===== config.mk =====
export PLATFORM = sky130hd
export DESIGN_NAME = mcell_bank
export DESIGN_NICKNAME = d
export VERILOG_FILES = /design/src/rtl/mcell_pkg.sv /design/src/rtl/mcell_ctrl.sv /design/src/rtl/mcell_dp.sv /design/src/rtl/mcell_bank.sv
export SDC_FILE = /design/constraint.sdc
export NUM_CORES = 1
export LEC_CHECK = 0
export ABC_CLOCK_PERIOD_IN_PS = 3500
export BUFFER_PORTS_ARGS = -buffer_cell sky130_fd_sc_hd__buf_2
export CORE_UTILIZATION = 48
export CTS_CLUSTER_SIZE = 28
export DETAILED_ROUTE_END_ITERATION = 12
export GPL_TIMING_DRIVEN = 0
export PLACE_DENSITY = 0.87
export REMOVE_ABC_BUFFERS = 1
export SYNTH_ARGS = -nofsm -noshare
export SYNTH_HDL_FRONTEND = slang
export SYNTH_SLANG_ARGS = --single-unit
export TNS_END_PERCENT = 20

===== constraint.sdc =====
create_clock -name clk -period 3.5 [get_ports clk]
set_clock_uncertainty 0.1 [all_clocks]
set_input_delay 0.525 -clock clk [delete_from_list [all_inputs] [get_ports clk]]
set_output_delay 0.525 -clock clk [all_outputs]
set_load 0.02 [all_outputs]

===== src/rtl/mcell_pkg.sv =====
package mcell_pkg;
  localparam int GRP_W   = 8;
  localparam int NUM_GRP = 2;
  localparam int NCELL   = GRP_W * NUM_GRP;
  localparam int ADDR_W  = $clog2(2 * NUM_GRP);
  localparam int GSEL_W  = ADDR_W - 1;

  typedef struct packed {
    logic [NUM_GRP-1:0] loadData;
    logic [NUM_GRP-1:0] loadMask;
    logic [GRP_W-1:0]   data;
  } hostStrb_t;
endpackage


===== src/rtl/mcell_ctrl.sv =====
module mcell_ctrl
  import mcell_pkg::*;
(
  input  logic              clk,
  input  logic              rstN,
  input  logic [ADDR_W-1:0] hostAddr,
  input  logic [GRP_W-1:0]  hostData,
  input  logic              hostWrN,
  output hostStrb_t         strb
);
  logic              wrNQ;
  logic              wrNQ2;
  logic [ADDR_W-1:0] addrQ;
  logic [GRP_W-1:0]  dataQ;
  logic              relPulse;

  always_ff @(posedge clk) begin
    if (!rstN) begin
      wrNQ  <= 1'b1;
      wrNQ2 <= 1'b1;
      addrQ <= '0;
      dataQ <= '0;
    end else begin
      wrNQ  <= hostWrN;
      wrNQ2 <= wrNQ;
      if (!hostWrN) begin
        addrQ <= hostAddr;
        dataQ <= hostData;
      end
    end
  end

  assign relPulse = wrNQ & ~wrNQ2;

  always_comb begin
    strb.data = dataQ;
    for (int g = 0; g < NUM_GRP; g++) begin
      strb.loadData[g] = relPulse && !addrQ[ADDR_W-1] &&
                         (addrQ[GSEL_W-1:0] == GSEL_W'(g));
      strb.loadMask[g] = relPulse && addrQ[ADDR_W-1] &&
                         (addrQ[GSEL_W-1:0] == GSEL_W'(g));
    end
  end
endmodule


===== src/rtl/mcell_dp.sv =====
module mcell_dp
  import mcell_pkg::*;
(
  input  logic              clk,
  input  logic              rstN,
  input  hostStrb_t         strb,
  input  logic [ADDR_W-1:0] rdAddr,
  input  logic [NCELL-1:0]  nextIn,
  input  logic [NCELL-1:0]  presetIn,
  input  logic [NCELL-1:0]  clearIn,
  input  logic [NCELL-1:0]  clkEnIn,
  output logic [NCELL-1:0]  cellFlat,
  output logic [NCELL-1:0]  maskFlat,
  output logic [GRP_W-1:0]  rdData
);
  logic [GRP_W-1:0] cellQ [NUM_GRP];
  logic [GRP_W-1:0] maskQ [NUM_GRP];

  for (genvar g = 0; g < NUM_GRP; g++) begin : g_grp
    always_ff @(posedge clk) begin
      if (!rstN) begin
        cellQ[g] <= '0;
      end else begin
        for (int b = 0; b < GRP_W; b++) begin
          if (strb.loadData[g] && !maskQ[g][b])
            cellQ[g][b] <= strb.data[b];
          else if (clearIn[g*GRP_W+b])
            cellQ[g][b] <= 1'b0;
          else if (presetIn[g*GRP_W+b])
            cellQ[g][b] <= 1'b1;
          else if (clkEnIn[g*GRP_W+b])
            cellQ[g][b] <= nextIn[g*GRP_W+b];
        end
      end
    end

    always_ff @(posedge clk) begin
      if (!rstN)
        maskQ[g] <= '0;
      else if (strb.loadMask[g])
        maskQ[g] <= strb.data;
    end

    assign cellFlat[g*GRP_W +: GRP_W] = cellQ[g];
    assign maskFlat[g*GRP_W +: GRP_W] = maskQ[g];
  end

  always_comb begin
    if (rdAddr[ADDR_W-1])
      rdData = maskQ[rdAddr[GSEL_W-1:0]];
    else
      rdData = cellQ[rdAddr[GSEL_W-1:0]];
  end
endmodule


===== src/rtl/mcell_bank.sv =====
module mcell_bank
  import mcell_pkg::*;
#(
  parameter logic [NCELL-1:0] PIN_MASK   = 16'hFF7F,
  parameter logic [NCELL-1:0] OE_EQ_MASK = 16'hFFBF
) (
  input  logic              clk,
  input  logic              rstN,
  input  logic [ADDR_W-1:0] hostAddr,
  input  logic [GRP_W-1:0]  hostData,
  input  logic              hostWrN,
  output logic [GRP_W-1:0]  hostRdData,
  input  logic [NCELL-1:0]  nextIn,
  input  logic [NCELL-1:0]  presetIn,
  input  logic [NCELL-1:0]  clearIn,
  input  logic [NCELL-1:0]  clkEnIn,
  input  logic [NCELL-1:0]  oeTermIn,
  input  logic [NCELL-1:0]  dirIn,
  output logic [NCELL-1:0]  mcellQ,
  output logic [NCELL-1:0]  pinOe
);
  hostStrb_t        strb;
  logic [NCELL-1:0] maskFlat;

  mcell_ctrl u_ctrl (
    .clk(clk), .rstN(rstN), .hostAddr(hostAddr), .hostData(hostData),
    .hostWrN(hostWrN), .strb(strb)
  );

  mcell_dp u_dp (
    .clk(clk), .rstN(rstN), .strb(strb), .rdAddr(hostAddr),
    .nextIn(nextIn), .presetIn(presetIn), .clearIn(clearIn),
    .clkEnIn(clkEnIn), .cellFlat(mcellQ), .maskFlat(maskFlat),
    .rdData(hostRdData)
  );

  for (genvar i = 0; i < NCELL; i++) begin : g_oe
    if (PIN_MASK[i] && !OE_EQ_MASK[i]) begin : g_fixed
      assign pinOe[i] = 1'b1;
    end else if (PIN_MASK[i]) begin : g_eq
      assign pinOe[i] = oeTermIn[i] | dirIn[i];
    end else begin : g_node
      assign pinOe[i] = dirIn[i];
    end
  end
endmodule


==> Word level (Yosys, flattened, before mapping) <==
Memories as Yosys holds them, arrays and structs flattened.
Cells that the tools add are included.
{ "totals": {"ff_bits": 12, "latchBits": 0, "ram_bits": 32, "rom_bits": 0, "in_bits": 109, "output_inout_bits": 40, "wordCells": 490, "mem_count": 2} }
{ "classes": {"addsub": 0, "multipliers": 0, "n_div": 0, "magnitude_cmp": 0, "n_eq_ne": 0, "shift": 0, "mux": 362, "bitwise_logic": 83, "n_reduce_logical": 39} }
{ "memory_table": {"columns": ["name", "words", "width", "read_ports", "rd_ports_with_merged_regs", "wr", "line_no", "rtl"], "rows": [
  ["u_dp.cellQ", 2, 8, 3, 0, 2, "mcell_dp.sv:16", "logic [GRP_W-1:0] cellQ [NUM_GRP];"],
  ["u_dp.maskQ", 2, 8, 3, 0, 2, "mcell_dp.sv:17", "logic [GRP_W-1:0] maskQ [NUM_GRP];"]
]} }
{ "op_table": {"columns": ["operator", "n"], "rows": [
  ["$mux 1", 359],
  ["$or 1x1->1", 80],
  ["$mux 8", 3],
  ["$logic_and 1x1->1", 22],
  ["$logic_not 1->1", 17],
  ["$not 1->1", 2],
  ["$and 1x1->1", 1]
]} }

==> Logic depth before layout (Yosys ltp) <==
Gate-level depths: netlist of run 1.
{ "depth": {"word_depth": 12, "ltp_mapped": 5, "depth_no_buf": 3} }

==> Modules after synthesis <==
From an unflattened synthesis of run 1, not the netlist that was laid out.
{ "hier_totals": {"hier_cells": 249, "hier_area_um2": 2680.1} }
{ "modules_own_cells": {"columns": ["mod", "n_inst", "cells_per_inst", "area_per_inst_um2", "seq_area_each_um2"], "rows": [
  ["mcell_dp", 1, 192, 2103.3, 960.9],
  ["mcell_ctrl", 1, 40, 470.5, 240.2],
  ["mcell_bank", 1, 17, 106.4, 0.0]
]} }

==> Least setup slack after synthesis of run 1 <==
No wires, ideal clock.
{ "synth_timing": {"path_kind": "input -> output", "startpoint": "in hostAddr[0]", "endpoint": "out hostRdData[0]", "t_arrival_ps": 1363, "required_time_ps": 2875, "setup_slack_ps": 1512, "stages": 2, "n_path_buf": 1, "path_cell_list": "buf_2 -> mux4_2"} }
{ "synth_between": {"elab_chain_cells": 2, "elab_cells_between_ends": 3, "cone_classes": "mux: 1; memory: 2"} }
{ "synth_rtl": {"columns": ["element", "line_no", "rtl"], "rows": [
  ["start, declared", "mcell_bank.sv:9", "input logic [ADDR_W-1:0] hostAddr,"],
  ["$mem_v2 2x8 (on tied branches)", null, null],
  ["$mux 8 (*)", "mcell_dp.sv:49", "if (rdAddr[ADDR_W-1])"],
  ["end, declared", "mcell_bank.sv:12", "output logic [GRP_W-1:0] hostRdData,"]
]} }
Every way passes the cells marked *; elsewhere a longest branch is shown, timed or not.

==> Worst setup path in the final report of run 1 <==
{ "layout_timing": {"startpoint": "in hostAddr[0]", "endpoint": "out hostRdData[5]"} }
The elaborated chain is that of the path after synthesis.

==> results.cfg, run 1 <==
[clocking]
cts-resized-gates = 0
cts_max_path_buffers = 2
cts_tree = done
cts_hold_buf = 0
clock-sinks = 44
h-tree-depth = 2
insertion_delay_ps = 300
clkSlewWorstSetupHoldPaths_ps = 80
cts-root-buf = clkbuf_8
cts_made_buffers = 5
cts_setup_buffers = 0

[yosys]
synth_edf_count = 32
yosysWarnings = 0
synthArstFlopShare = 0
avgSynthCellArea_um2 = 11.1
synth_area_leaders = edfxtp_1 37%, mux2i_1 10%, dfxtp_1 9.2%, mux4_2 6.9%, nor4b_1 5.4%
synth.top_cell.area_share = 0.369
synth_top_area_cell = edfxtp_1
synth_seq_cells = 44
synth_ff_type = edfxtp_1
ys_types = 30
syn_inst = 234
yosysSeqAreaShare = 0.461
syn_area_um2 = 2610

[setup_path]
critPathLaunchType = primary input
crit_end = hostRdData[5]
critPathArrivalTime_ps = 1560
critPathLaunch = hostAddr[0]
cp-end-kind = output pin
critPathKind = in -> out
r2r-start = u_ctrl.addrQ[0]
crit_required_ps = 2870
r2r_end = u_dp.cellQ[0][3]
reg2reg_depth = 2
cp_max_fo = 9
r2r_slack_ps = 1500

[floorplanning]
rows = 26
start_util = 0.504
fp.dieH_um = 75.7
core_um2 = 5170
die_area_um2 = 5730
io_pins = 149
dieWidth_um = 75.7

[drt]
drt_pre_antenna_iters = 4
drc = 0
drtIter0Drc = 67
ant_nets = 0
wl_per_cell_um = 14.0
vias_per_cell = 5.28
wirelength_um = 6130
via_count = 2316

[timing]
fmax_mhz = 458
layout_min_cycle_time_ps = 2180
hold_viol = 0
finalSetupViolations = 0
tns_ps = 0
slew_headroom = 0.460
fin_crit_sh = 0.623
rsz0062_at_grt = no
setup_ws_ps = 1320
worst_pin_slew_ps = 805
slew_viol_final = 0

[pwr]
p_leak_nw = 1.48
power_density_nw_per_um2 = 337
design_power_total_w = 0.00114
ir_worst_vdd_mv = 0.295

[placed_design]
io_buffers = 142
pre_cts_ws_ps = 1310
dp_hpwl_um = 4530
gp_congestion = 0.698

[min_path]
hp-class = in -> reg

[grt]
grt_pass1_vias = 2121
grt_overflow = 0
antenna_found_initial = 0
grt_max_degree = 57
track_usage = 0.222
grt_pass1_wl_um = 9170

[final_layout]
layout_common_cells = 142 x buf_2, 32 x edfxtp_1, 26 x mux2i_1, 18 x nor2_1
area_delta_synth_final_pct = 30.1
final_common_cell = buf_2
layout.nets = 477
drive_gt1_frac = 0.512
diodes = 0

[outcome]
status = complete, no violations

[job]
maxCapViolCount = 0
kinds of logic (layout without fill, tap and decap cells):
family                 Yosys count  after routing  share of synthesized area
and+or+nand+nor                108            108                      0.271
DFF                             44             44                      0.461
muxes                           34             34                      0.169
AOI/OAI and AO/OA               32             32                     0.0614
buffers and inverters           15            150                     0.0365
other                            1              1                    0.00144
worst max-delay path, cell delays in order:
cell	delay [ps]
buf_2	300
mux4_2	550
buf_2	180
cell usage after synthesis (2+ instances only):
cell / count
buf_2: 4
or2_2: 14
nor2_4: 2
nand2_1: 11
o21ai_0: 15
nor2_1: 18
and2_1: 12
buf_6: 2
nor4b_1: 16
clkbuf_1: 5
a21oi_1: 16
edfxtp_1: 32
or3b_2: 15
buf_4: 2
nor2b_1: 11
nand2b_1: 2
mux4_2: 8
dfxtp_1: 12
mux2i_1: 26
layout make-up:
type	count	area, um2
clock buffer	7	76.3
clock inverter	1	5.00
fill	437	1780
multi-input combinational	175	1310
sequential	44	1200
tap	70	87.6
timing repair buffer	142	711
per-stage QoR:
step | instance area (um2) | utilization | std cells | hold WS, ps
floorplan | 2510 | - | 219 | 339
global placement | 3310 | 0.640 | 431 | 353
detailed placement | 3310 | 0.640 | 431 | 369
CTS | 3390 | 0.656 | 439 | 368
global route | 3390 | 0.656 | 439 | 380
finish | 3390 | 0.656 | 439 | 375
routing by layer:
| layer | track usage | vias up | routed length, um |
|---|---|---|---|
| met5 | 0 | - | 0 |
| met4 | 0.0885 | 0 | 107 |
| met3 | 0.0529 | 11 | 330 |
| met2 | 0.417 | 90 | 3320 |
| met1 | 0.240 | 1085 | 2370 |
| li1 | - | 1130 | - |
worst min path at each step:
stage,cells after the start,startpoint,end,slack [ps]
4_1_cts,3,hostData[1],u_ctrl.dataQ[1],370
3_5_place_dp,1,u_ctrl.wrNQ,u_ctrl.wrNQ2,370
5_1_grt,3,hostData[7],u_ctrl.dataQ[7],380
6_report,3,hostData[1],u_ctrl.dataQ[1],380
2_1_floorplan,1,u_ctrl.wrNQ,u_ctrl.wrNQ2,340
3_3_place_gp,1,u_ctrl.wrNQ,u_ctrl.wrNQ2,350
power by group:
group | leakage (nW) | internal [W] | switching, W
Combinational | 0.986 | 0.000112 | 0.000116
Sequential | 0.452 | 0.000586 | 0.0000176
Clock | 0.0422 | 0.000140 | 0.000169
Total | 1.48 | 0.000839 | 0.000303
sequential cells by signal, indices dropped and copies added (netlist names):
name,flops
u_ctrl.wrNQ2,1
u_ctrl.addrQ,2
u_dp.maskQ,16
u_dp.cellQ,16
u_ctrl.dataQ,8
u_ctrl.wrNQ,1
(Power assumes the default switching activity.)
==> run 2: changes to the inputs <==
Settings changed: ABC_CLOCK_PERIOD_IN_PS 3500 to 2200, CORE_UTILIZATION 48 to 44, PLACE_DENSITY 0.87 to 0.81.
Clock period 3.5 ns to 2.2 ns, I/O delays scaled along.
==> run 2 against run 1 <==
  * Clock power increased by 94%
  * Cell count rose by 0.46%
  * Critical path depth shrank 1
  * Sequential power grew 59%
  * Sequential share of layout area shrank 0.30 points
  * Wire length is 2.9% lower
  * Setup slack worse by 1100 ps
  * Combinational power grew 59%
  * First-iteration DRC count increased by 25%
  * Hold slack got worse by 190 ps
  * Largest cell class unchanged
==> results.cfg, run 2 (synthesis results as in run 1) <==
[setup_path]
reg2reg_depth = 2
cp_max_fo = 16
critPathKind = reg -> reg
path_cells = or4b_1, o21ai_0
critPathArrivalTime_ps = 1880
critical_path.max_stage_delay_ps = 880
crit_required_ps = 2080
critPathLaunchType = flip-flop
critPathSlowestCell = or4b_1
crit_cells = 2
cp-end-kind = flip-flop
cp_num_buf_inv = 0
cp_top_family = simple AND/OR/NAND/NOR gates

[clocking]
cts_hold_buf = 0
cts_made_buffers = 5
cts_max_path_buffers = 2
cts-resized-gates = 0
cts_setup_buffers = 0
clock-sinks = 44
insertion_delay_ps = 290
h-tree-depth = 2
cts-root-buf = clkbuf_8
cts_tree = done
clkSlewWorstSetupHoldPaths_ps = 80

[final_layout]
final_common_cell = buf_2
layout_common_cells = 142 x buf_2, 32 x edfxtp_1, 26 x mux2i_1, 18 x nor2_1
fill_cells = 495
largestRegisters = u_dp.cellQ: 16 flops, u_dp.maskQ: 16 flops, u_ctrl.dataQ: 8 flops
diodes = 0
layout.nets = 477
fin_cells = 441
area_delta_synth_final_pct = 31.2
multi_input_area_um2 = 1310
drive_gt1_frac = 0.515
ff_latch_area_um2 = 1200

[pwr]
power_density_nw_per_um2 = 562
ir_worst_vdd_mv = 0.357
p_leak_nw = 1.49

[min_path]
hp-class = in -> reg
holdPathStages = 3

[timing]
slew_viol_final = 0
fmax_mhz = 501
setup_ws_ps = 205
finalSetupViolations = 0
slew_headroom = 0.476
rsz0062_at_grt = no
worst_pin_slew_ps = 786
holdWs_ps = 187
tns_ps = 0
layout_min_cycle_time_ps = 2000
hold_viol = 0
fin_crit_sh = 0.907

[grt]
grt_pass1_wl_um = 9290
grt_max_degree = 57
grt_overflow = 0
grt_pass1_vias = 2096
antenna_found_initial = 0
track_usage = 0.194

[placed_design]
pre_cts_ws_ps = 191
dp_hpwl_um = 4510
gp_congestion = 0.698
dp_cells = 433
io_buffers = 142

[drt]
vias_per_cell = 5.24
drt_pre_antenna_iters = 4
wl_per_cell_um = 13.5
drtIter0Drc = 84
via_count = 2311
ant_nets = 0
drc = 0
wirelength_um = 5960

[floorplanning]
start_util = 0.465
rows = 27
core_um2 = 5610
io_pins = 149
die_area_um2 = 6240
fp.dieH_um = 79.0
dieWidth_um = 79.0

[outcome]
status = complete, no violations

[job]
maxCapViolCount = 0
[run 2: changes by cell type in the layout (fill, tap and decap cells not counted), sizes merged]
cell	delta
clkbuf	-1
bufinv	+1
[run 2: power by group]
part	leakage, nW	internal (W)	switching (W)
logic	0.986	0.000178	0.000183
clock network	0.0552	0.000337	0.000265
registers	0.452	0.000933	0.0000271
total	1.49	0.00145	0.000476
[run 2: final timing paths]
| check | startpoint | to | slack (ps) |
|---|---|---|---|
| setup reg to reg | u_ctrl.addrQ[0] | u_dp.cellQ[0][1] | 200 |
| hold reg to reg | u_ctrl.wrNQ | u_ctrl.wrNQ2 | 380 |
| hold / removal | hostData[0] | u_ctrl.dataQ[0] | 190 |
| setup / recovery | u_ctrl.addrQ[0] | u_dp.cellQ[0][1] | 200 |
[run 2: metrics by stage]
stage	total power, W	utilization	cell area (um2)
finish	0.00192	0.610	3420
global route	0.00201	0.610	3420
CTS	0.00195	0.610	3420
detailed placement	0.00135	0.591	3310
global placement	0.00133	0.591	3310
floorplan	0.00116	-	2510
[run 2: tightest hold or removal path, stage by stage]
cell     delay [ps]
buf_2            80
mux2i_1          50
nor2b_1          90
[run 2: cell type report]
cell class	count	share of cell area
repair buffers	142	0.208
clock buffers	6	0.0212
clock inverters	2	0.0102
well taps	72	0.0263
flip-flops and latches	44	0.351
multi-input cells	175	0.383
[run 2: routing by layer]
layer / track usage / vias up / routed length (um)
met5: 0 / - / 0
li1: - / 1127 / -
met4: 0.0436 / 0 / 48
met2: 0.374 / 91 / 3240
met1: 0.223 / 1086 / 2290
met3: 0.0287 / 7 / 374
